File: src/rtl/uart_pkg.sv
`timescale 1ns/1ps
// Shared types and helpers for the serial transceiver.
// Assumes characters of a fixed eight bits; parity codes 5..7 behave as none.
package uart_pkg;

    typedef enum logic [2:0] {
        PAR_NONE = 3'd0,
        PAR_EVEN = 3'd1,
        PAR_ODD  = 3'd2,
        PAR_ZERO = 3'd3,
        PAR_ONE  = 3'd4
    } par_mode_e;

    typedef enum logic [2:0] {
        ST_IDLE,
        ST_START,
        ST_DATA,
        ST_PAR,
        ST_STOP
    } frm_state_e;

    // True when the mode inserts a parity bit
    function automatic logic par_used(input logic [2:0] mode);
        return (mode >= 3'd1) && (mode <= 3'd4);
    endfunction

    // Parity bit value for a data byte under a mode
    function automatic logic par_value(input logic [2:0] mode, input logic [7:0] d);
        case (mode)
            3'd1:    return ^d;
            3'd2:    return ~^d;
            3'd4:    return 1'b1;
            default: return 1'b0;
        endcase
    endfunction

endpackage

File: src/rtl/uart_baud.sv
`timescale 1ns/1ps
// Shared oversampling tick generator: one tick every cfg_div clocks.
// Assumes a zero divisor means disabled. A divisor change reloads the count at once.
module uart_baud #(
    parameter int DIV_W = 16
) (
    input  logic             clk,
    input  logic             rst_n,
    input  logic [DIV_W-1:0] cfg_div,
    output logic             en,
    output logic             tick
);
    logic [DIV_W-1:0] div_q;
    logic [DIV_W-1:0] cnt;
    logic             changed;

    assign en      = (cfg_div != '0);
    assign changed = (cfg_div != div_q);
    assign tick    = en && !changed && (cnt == '0);

    // Down-counter that reloads on wrap or on a divisor change
    always_ff @(posedge clk) begin
        if (!rst_n) begin
            div_q <= '0;
            cnt   <= '0;
        end else begin
            div_q <= cfg_div;
            if (!en)
                cnt <= '0;
            else if (changed || cnt == '0)
                cnt <= cfg_div - 1'b1;
            else
                cnt <= cnt - 1'b1;
        end
    end


    tick_spacing_chk: assert property (@(posedge clk) disable iff (!rst_n)
        (tick && cfg_div > 1 && $stable(cfg_div)) |=> !tick);

endmodule

File: src/rtl/uart_tx.sv
`timescale 1ns/1ps
// Frame transmitter: start bit, eight data bits LSB first, optional parity, stop bit.
// Assumes cfg_par is captured with the byte. Disabling forces the idle state.
module uart_tx
    import uart_pkg::*;
#(
    parameter int DATA_W = 8,
    parameter int OSR    = 16
) (
    input  logic              clk,
    input  logic              rst_n,
    input  logic              en,
    input  logic              tick,
    input  logic [2:0]        par_mode,
    input  logic [DATA_W-1:0] tx_data,
    input  logic              tx_valid,
    output logic              tx_ready,
    output logic              txd
);
    localparam int CNT_W = $clog2(OSR);
    localparam int IDX_W = $clog2(DATA_W);

    frm_state_e        state;
    logic [CNT_W-1:0]  cnt;
    logic [IDX_W-1:0]  idx;
    logic [DATA_W-1:0] shreg;
    logic              pbit;
    logic              use_par;
    logic              bit_end;

    assign bit_end  = tick && (cnt == CNT_W'(OSR - 1));
    assign tx_ready = en && (state == ST_IDLE);

    // Frame sequencer advancing one bit per OSR ticks
    always_ff @(posedge clk) begin
        if (!rst_n || !en) begin
            state   <= ST_IDLE;
            cnt     <= '0;
            idx     <= '0;
            shreg   <= '0;
            pbit    <= 1'b0;
            use_par <= 1'b0;
        end else if (state == ST_IDLE) begin
            if (tx_valid) begin
                shreg   <= tx_data;
                pbit    <= par_value(par_mode, tx_data);
                use_par <= par_used(par_mode);
                cnt     <= '0;
                state   <= ST_START;
            end
        end else if (tick) begin
            cnt <= bit_end ? '0 : cnt + 1'b1;
            if (bit_end) begin
                case (state)
                    ST_START: begin
                        idx   <= '0;
                        state <= ST_DATA;
                    end
                    ST_DATA: begin
                        shreg <= shreg >> 1;
                        idx   <= idx + 1'b1;
                        if (idx == IDX_W'(DATA_W - 1))
                            state <= use_par ? ST_PAR : ST_STOP;
                    end
                    ST_PAR:  state <= ST_STOP;
                    default: state <= ST_IDLE;
                endcase
            end
        end
    end

    // Line level chosen by the current frame position
    always_comb begin
        case (state)
            ST_START: txd = 1'b0;
            ST_DATA:  txd = shreg[0];
            ST_PAR:   txd = pbit;
            default:  txd = 1'b1;
        endcase
    end


    idle_when_off_chk: assert property (@(posedge clk) disable iff (!rst_n)
        !en |=> txd);

    ready_drop_chk: assert property (@(posedge clk) disable iff (!rst_n)
        (tx_valid && tx_ready) |=> !tx_ready);

endmodule

File: src/rtl/uart_rx.sv
`timescale 1ns/1ps
// Frame receiver with two-flop synchronizer, mid-bit sampling and sticky error flags.
// Assumes cfg_par is stable during a frame. Disabling holds the sequencer idle.
module uart_rx
    import uart_pkg::*;
#(
    parameter int DATA_W = 8,
    parameter int OSR    = 16
) (
    input  logic              clk,
    input  logic              rst_n,
    input  logic              en,
    input  logic              tick,
    input  logic [2:0]        par_mode,
    input  logic              rxd,
    input  logic              rx_ack,
    input  logic              err_clr,
    output logic [DATA_W-1:0] rx_data,
    output logic              rx_valid,
    output logic              err_par,
    output logic              err_frm,
    output logic              err_ovr
);
    localparam int CNT_W = $clog2(OSR);
    localparam int IDX_W = $clog2(DATA_W);
    localparam int CONF  = OSR / 2 - 2;

    logic              rx_m, rx_s, last_hi;
    frm_state_e        state;
    logic [CNT_W-1:0]  cnt;
    logic [IDX_W-1:0]  idx;
    logic [DATA_W-1:0] shreg;
    logic              par_bad, frm_bad, done;
    logic              bit_end;

    assign bit_end = tick && (cnt == CNT_W'(OSR - 1));

    // Two-flop synchronizer and previous-sample tracker
    always_ff @(posedge clk) begin
        if (!rst_n) begin
            rx_m    <= 1'b1;
            rx_s    <= 1'b1;
            last_hi <= 1'b1;
        end else begin
            rx_m <= rxd;
            rx_s <= rx_m;
            if (tick) last_hi <= rx_s;
        end
    end

    // Receive sequencer: edge detect, start confirm, mid-bit sampling
    always_ff @(posedge clk) begin
        if (!rst_n || !en) begin
            state   <= ST_IDLE;
            cnt     <= '0;
            idx     <= '0;
            shreg   <= '0;
            par_bad <= 1'b0;
            frm_bad <= 1'b0;
            done    <= 1'b0;
        end else begin
            done <= 1'b0;
            case (state)
                ST_IDLE: if (tick && !rx_s && last_hi) begin
                    cnt   <= '0;
                    state <= ST_START;
                end
                ST_START: if (tick) begin
                    cnt <= cnt + 1'b1;
                    if (cnt == CNT_W'(CONF)) begin
                        cnt     <= '0;
                        idx     <= '0;
                        par_bad <= 1'b0;
                        state   <= rx_s ? ST_IDLE : ST_DATA;
                    end
                end
                default: if (tick) begin
                    cnt <= bit_end ? '0 : cnt + 1'b1;
                    if (bit_end) begin
                        if (state == ST_DATA) begin
                            shreg <= {rx_s, shreg[DATA_W-1:1]};
                            idx   <= idx + 1'b1;
                            if (idx == IDX_W'(DATA_W - 1))
                                state <= par_used(par_mode) ? ST_PAR : ST_STOP;
                        end else if (state == ST_PAR) begin
                            par_bad <= (rx_s != par_value(par_mode, shreg));
                            state   <= ST_STOP;
                        end else begin
                            frm_bad <= !rx_s;
                            done    <= 1'b1;
                            state   <= ST_IDLE;
                        end
                    end
                end
            endcase
        end
    end

    // Output holding register and sticky error flags
    always_ff @(posedge clk) begin
        if (!rst_n) begin
            rx_data  <= '0;
            rx_valid <= 1'b0;
            err_par  <= 1'b0;
            err_frm  <= 1'b0;
            err_ovr  <= 1'b0;
        end else begin
            if (done) begin
                rx_data  <= shreg;
                rx_valid <= 1'b1;
            end else if (rx_ack) begin
                rx_valid <= 1'b0;
            end
            if (done && par_bad)                   err_par <= 1'b1;
            else if (err_clr)                      err_par <= 1'b0;
            if (done && frm_bad)                   err_frm <= 1'b1;
            else if (err_clr)                      err_frm <= 1'b0;
            if (done && rx_valid && !rx_ack)       err_ovr <= 1'b1;
            else if (err_clr)                      err_ovr <= 1'b0;
        end
    end


    valid_hold_chk: assert property (@(posedge clk) disable iff (!rst_n)
        (rx_valid && !rx_ack) |=> rx_valid);

    par_sticky_chk: assert property (@(posedge clk) disable iff (!rst_n)
        (err_par && !err_clr) |=> err_par);

    frm_sticky_chk: assert property (@(posedge clk) disable iff (!rst_n)
        (err_frm && !err_clr) |=> err_frm);

    ovr_cause_chk: assert property (@(posedge clk) disable iff (!rst_n)
        $rose(err_ovr) |-> $past(rx_valid));

endmodule

File: src/rtl/uart_xcvr.sv
`timescale 1ns/1ps
// Top of the serial transceiver: one shared tick generator feeding independent
// transmit and receive paths. Assumes synchronous active-low reset on clk.
module uart_xcvr #(
    parameter int DIV_W  = 16,
    parameter int DATA_W = 8,
    parameter int OSR    = 16
) (
    input  logic              clk,
    input  logic              rst_n,
    input  logic [DIV_W-1:0]  cfg_div,
    input  logic [2:0]        cfg_par,
    input  logic [DATA_W-1:0] tx_data,
    input  logic              tx_valid,
    output logic              tx_ready,
    output logic              txd,
    input  logic              rxd,
    output logic [DATA_W-1:0] rx_data,
    output logic              rx_valid,
    input  logic              rx_ack,
    input  logic              err_clr,
    output logic              err_par,
    output logic              err_frm,
    output logic              err_ovr
);
    logic en, tick;

    uart_baud #(.DIV_W(DIV_W)) i_baud (
        .clk(clk), .rst_n(rst_n), .cfg_div(cfg_div), .en(en), .tick(tick)
    );

    uart_tx #(.DATA_W(DATA_W), .OSR(OSR)) i_tx (
        .clk(clk), .rst_n(rst_n), .en(en), .tick(tick), .par_mode(cfg_par),
        .tx_data(tx_data), .tx_valid(tx_valid), .tx_ready(tx_ready), .txd(txd)
    );

    uart_rx #(.DATA_W(DATA_W), .OSR(OSR)) i_rx (
        .clk(clk), .rst_n(rst_n), .en(en), .tick(tick), .par_mode(cfg_par),
        .rxd(rxd), .rx_ack(rx_ack), .err_clr(err_clr), .rx_data(rx_data),
        .rx_valid(rx_valid), .err_par(err_par), .err_frm(err_frm), .err_ovr(err_ovr)
    );

endmodule

File: config.mk
export PLATFORM = sky130hd
export DESIGN_NAME = uart_xcvr
export DESIGN_NICKNAME = d
export VERILOG_FILES = /design/src/rtl/uart_pkg.sv /design/src/rtl/uart_baud.sv /design/src/rtl/uart_tx.sv /design/src/rtl/uart_rx.sv /design/src/rtl/uart_xcvr.sv
export SDC_FILE = /design/constraint.sdc
export NUM_CORES = 1
export LEC_CHECK = 0
export BUFFER_PORTS_ARGS = -buffer_cell sky130_fd_sc_hd__buf_2
export CORE_UTILIZATION = 45
export CTS_CLUSTER_SIZE = 24
export DETAILED_ROUTE_END_ITERATION = 10
export PLACE_DENSITY = 0.69
export SLEW_MARGIN = 20
export SYNTH_ARGS = -nofsm -noshare
export SYNTH_HDL_FRONTEND = slang
export SYNTH_HIERARCHICAL = 1
export SYNTH_SLANG_ARGS = --single-unit
export TNS_END_PERCENT = 100
File: constraint.sdc
create_clock -name clk -period 3.9 [get_ports clk]
set_input_delay 0.39 -clock clk [delete_from_list [all_inputs] [get_ports clk]]
set_output_delay 0.39 -clock clk [all_outputs]
set_load 0.005 [all_outputs]
# Word-level counts from Yosys, hierarchy flattened
# Index checks and enable logic that the tools add are counted.
[op_classes] addsub=6 n_lt_le_gt_ge=2 n_eq_ne=23 muxes=64 bitwise=7 n_reduce_logical=54
[ops] cell="3-bit two-way mux" count=20
[ops] cell="8-bit two-way mux" count=5
[ops] cell="4-bit two-way mux" count=9
[ops] cell="16-bit by 1-bit subtractor with 16-bit output (second input constant)" count=2
[ops] cell="2-bit nonzero test" count=12
[ops] cell="1-bit two-way mux" count=19
[ops] cell="3-bit one-hot mux with 2 select lines" count=3
[ops] cell="16-bit zero test" count=1
[ops] cell="16-bit two-way mux" count=1
[ops] cell="16-bit != test" count=1
[ops] cell="4-bit AND reduction" count=4
[ops] cell="16-bit nonzero test" count=1
[ops] cell="8-bit XNOR reduction" count=2
[ops] cell="8-bit XOR reduction" count=2
[ops] cell="3-bit by 2-bit equality test with 1-bit output (second input constant)" count=5
[ops] cell="1-bit logical AND" count=12
[ops] cell="6-bit AND reduction" count=2
[ops] cell="5-bit AND reduction" count=2
[ops] cell="3-bit by 1-bit equality test with 1-bit output (second input constant)" count=3
[ops] cell="3-bit equality test (second input constant)" count=3
[ops] cell="1-bit one-hot mux with 3 select lines" count=3
[ops] cell="3-bit one-hot mux with 3 select lines" count=1
[ops] cell="4-bit by 1-bit adder with 4-bit output (second input constant)" count=2
[ops] cell="4-bit equality test (second input constant)" count=2
[ops] cell="other kinds (21)" count=39
[word_totals] ff_bits=88 input_bits=33 output_inout_bits=14 wordCells=179

# Depth between registers and ports, before layout
[depth] word_depth=15 ltp_mapped=14 depth_no_buf=11

# By module
# Netlist, hierarchy kept.
[by_module_without_submodules] mod="uart_baud" instances=1 cells_each=193 area_each_um2=1739.2 seq_area_each_um2=640.6
[by_module_without_submodules] mod="uart_rx" instances=1 cells_each=172 area_each_um2=1625.3 seq_area_each_um2=720.7
[by_module_without_submodules] mod="uart_tx" instances=1 cells_each=140 area_each_um2=1208.7 seq_area_each_um2=400.4

# Least setup slack after synthesis
# Ideal clock, no wire load.
[synth_path] path_kind="reg2reg" startpoint="register i_baud.cnt[5]" endpoint="register i_baud.cnt[8]" setup_time_ns=0.086 t_arrival_ns=3.481 required_time_ns=3.814 setup_slack_ns=0.334 stages_incl_launch_ff=15 n_path_buf=3 synth_period_minus_slack_ns=3.566 cell_sequence="dfxtp_1 or4_1 clkbuf_1 nor2_1 and4b_1 nor2_1 clkbuf_1 a21oi_1 ha_1 or4b_2 clkbuf_1 nor4_1 xor2_1 a21oi_1 a211oi_1"
[synth_between] elab_chain_cells=3 elab_cells_between_ends=4 cone_classes="1 x add/sub; 1 x mux; 2 x reduce/logical"
[synth_rtl] item="start: declaration" line="uart_baud.sv:14" rtl="logic [DIV_W-1:0] cnt;"
[synth_rtl] item="start signal: assignment" line="uart_baud.sv:31" rtl="cnt <= cfg_div - 1'b1;"
[synth_rtl] item="start signal: assignment" line="uart_baud.sv:33" rtl="cnt <= cnt - 1'b1;"
[synth_rtl] item="parallel branches: the longest is 2 deep, another holds 16-bit by 1-bit subtractor with 16-bit output"
[synth_rtl] item="16-bit two-way mux *" line="uart_baud.sv:30" rtl="else if (changed || cnt == '0)"
# Mark *: on every way between the ends.
# A chain may end at the register's enable or synchronous reset.

# Worst setup path in the final report
# Ends and elaborated chain as after synthesis.

==> summary.md <==
| Metric | Value |
|---|---|
| Die W | 103 µm |
| Tcrit/Tclk final | 0.901 |
| DR WL/cell | 13.9 µm |
| Initial antenna violation count | 0 |
| Global Route Usage Sum | 0.191 |
| Setup CP Type | reg2reg |
| Critical Path RT | 4180 ps |
| P per Cell Area | roughly 360 mW/mm² |
| Pin count of the biggest net entering global routing | 37 |
| Final nets | 585 |
| Synth Area in Simple Gates | 0.237 |
| DR vias | between 3000 and 4000 |
| Largest family of logic cells by synthesized area | simple AND/OR/NAND/NOR gates |
| Max Fclk | around 280 MHz |
| # hold bufs at CTS | 0 |
| Async S/R FF share, synth | 0 |
| Area post-placement | 0.00490 mm² |
| Residual DRC | 0 |
| CP endpoint kind | flip-flop |
| Initial DRC count | 98 |
| Switching pwr | 0.443 mW |
| Slew Viols, Final | 0 |
| Port buffer count | 46 |
| Comb power frac | 0.105 |
| Final RePlAce weighted congestion | roughly 0.86 |
| Vias/cell | 5.44 |
| Status | completed |
| Ys Warns | 6 |
| Leak pwr | 1.92 nW |
| CP arrival | 3800 ps |
| Complex-gate fraction of the synthesized area | 0.153 |
| Initial Utilization | 0.466 |
| Post-CTS resize count | 0 |
| Worst-Margin Slew | 1010 ps |
| Most common cell after layout, fill and taps aside | dfxtp_1 |
| Crit Path Max Fanout | 6 |
| Die area | approximately 0.011 mm² |
| Buf/Inv on CP | 0 |
| Syn Nets | 546 |
| Maxcap violations | 0 |
| Clock H-tree levels | 3 |
| Synth area leader | dfxtp_1 |
| Fin area | between 0.005 and 0.006 mm² |
| Worst hold-check path type | in2reg |
| Final HPWL DP | 6.83 mm |
| Synth Area in XOR/XNOR | 0.102 |
| Synth Area in Adders | 0.0219 |
| Vias in the first global route | around 3400 |
| Max incr delay on CP | 680 ps |
| Final worst slack | 387 ps |
| Top cells by area, synth | dfxtp_1 39%, mux2i_1 6.3%, xor2_1 5.2%, xnor2_1 5.0%, nor2_1 3.9% |
| Core box area | 0.00982 mm² |
| Row cnt | 36 |
| N_diodes | 0 |
| Synthesized area | 0.00457 mm² |
| Synth Instances | roughly 500 |
| First-pass GRT wire length | approximately 16 mm |
| Syn Area/Cell | 9.06 µm² |
| CP cell instances | or4_1 > nor2_1 > and4b_1 > nor2_1 > mux2i_1 > ha_1 > or4b_2 > nor4_1 > xor2_1 > a21oi_1 > a211oi_1 |
| Fin util | 0.521 |
| Dpl cells | 666 |
| Startpoint types | flip-flop |
| Clock sinks | 88 |
| RSZ-0062 raised after global routing | false |
| Clock share of power | 0.373 |
| Worst skew pair latency | 360 ps |
| Final min period | 3510 ps |
| Sw Ratio | 0.244 |
| Global route overflow | 0 |
| Clk buf depth | 2 |
| Setup TNS | 0 ps |
| Mux cell area share after synthesis | 0.0659 |
| Power share of the sequential group | 0.523 |
| Worst slew margin | 0.327 |
| CTS Buf Count | 9 |
| EDFF count, synth | 0 |
| Post-CTS setup repair buffer count | 0 |
| Clock Pin Slew Worst Setup and Hold Paths | 90 ps |
| Antenna-violating nets left | 0 |
| Post-layout power | 1.82 mW |
| Layout Skew | around 14 ps |
| Final Hold Slack | about 230 ps |
| Yosys top cell area share | 0.385 |
| Detailed Route WL | roughly 9.5 mm |
| Final Hold Vio Count | 0 |
| Layout cells sized above 1 | 0.169 |
| Commonest non-fill, non-tap cells in the layout | 88 x dfxtp_1, 47 x nor2_1, 46 x buf_2 |
| CP delay by family, top | simple AND/OR/NAND/NOR gates |
| Ys flop type | dfxtp_1 |
| Synth cell types | 65 |
| Final cell count without fillers | around 680 |
| CTS tree | built |
| Seq/Total Area, Yosys | 0.385 |
| Area Growth Syn to Fin | 11.8% |
| Cell mode on critical path | nor2_1 |
| Pint | 1.37 mW |
| Crit-path slowest cell | or4b_2 |
| Count of state elements after synthesis | 88 |
| Setup-failing EPs final | 0 |
| Root buf cell | clkbuf_8 |
| IO Count | 47 |
| Pre-antenna DRT Iters | 4 |
| Die height | 103 µm |
| Worst slack, placed | 401 ps |
| Worst VDD drop | 197 µV |
==> power by group through the flow <==
stage	Clock, mW	Sequential, mW	Combinational [mW]
floorplan	0	0.963	0.135
global placement	0	0.970	0.186
detailed placement	0	0.971	0.190
CTS	0.703	0.950	0.191
global route	0.738	0.954	0.211
finish	0.677	0.950	0.190
==> synthesized netlist by cell type (all sizes together) (2+ instances only) <==
cell	instances
nor2	50
nor4b	2
nor4	12
o21bai	2
nand3	9
and4	3
a311oi	3
xor2	27
or3	3
or2	9
o31ai	4
a31oi	2
o21ai	9
a22oi	7
a21boi	2
a211oi	20
nand2b	11
o211ai	4
or4	6
ha	8
dfxtp	88
inv	8
mux2i	29
a21oi	29
nand4b	3
nand3b	3
nor3	12
o21a	3
nand4	3
o2111ai	2
and3	2
a21o	2
xnor2	26
nand2	32
and2	18
nor2b	15
a2111oi	3
buf	8
clkbuf	18
==> final cells by class <==
cell class                 count  area, µm²
clock inverter                 5       81.3
multi-input combinational    383       2650
timing repair buffer          54        290
sequential                    88       1760
clock buffer                  11        131
tap                          133        166
fill                         959       4710
inverter                       8       30.0
==> per-layer routing <==
layer  global-route usage  share of wire
met1                0.261           0.48
met2                0.302           0.47
met4               0.0661          0.014
met5                    0              0
met3               0.0386          0.038
==> registers in the layout (all words and copies together) (netlist names), 4 cells and up <==
signal / cells
i_baud/cnt: 16
i_baud/div_q: 16
i_rx/cnt: 4
i_rx/rx_data: 8
i_rx/shreg: 8
i_tx/cnt: 4
i_tx/shreg: 8
==> worst register-to-register path, stage by stage (launching register included) <==
cell	delay, ps
dfxtp_1	360
or4_1	640
nor2_1	250
and4b_1	300
nor2_1	130
mux2i_1	180
ha_1	190
or4b_2	680
nor4_1	260
xor2_1	190
a21oi_1	60
a211oi_1	190
==> cell families (layout without fill, tap and decap cells) <==
kind of cell / after synthesis / in the layout
adders and majority gates: 8 / 8
buffers and inverters: 34 / 78
AOI/OAI and AO/OA: 96 / 96
xor gates and xnor gates: 53 / 53
and+or+nand+nor: 196 / 196
muxes: 30 / 30
DFF: 88 / 88
==> worst paths after layout <==
path | from | slack [ps] | endpoint | cells past startpoint
worst max-delay path | i_baud/cnt[5]$_SDFF_PN0_ | 390 | i_baud/cnt[8]$_SDFF_PN0_ | 11
worst min-delay path | rxd | 230 | i_rx/rx_m$_SDFF_PN1_ | 2
worst max register to register | i_baud/cnt[5]$_SDFF_PN0_ | 390 | i_baud/cnt[8]$_SDFF_PN0_ | 11
worst min register to register | i_rx/rx_m$_SDFF_PN1_ | 430 | i_rx/rx_s$_SDFF_PN1_ | 1
Note: power is estimated with default switching activity, not from simulation.
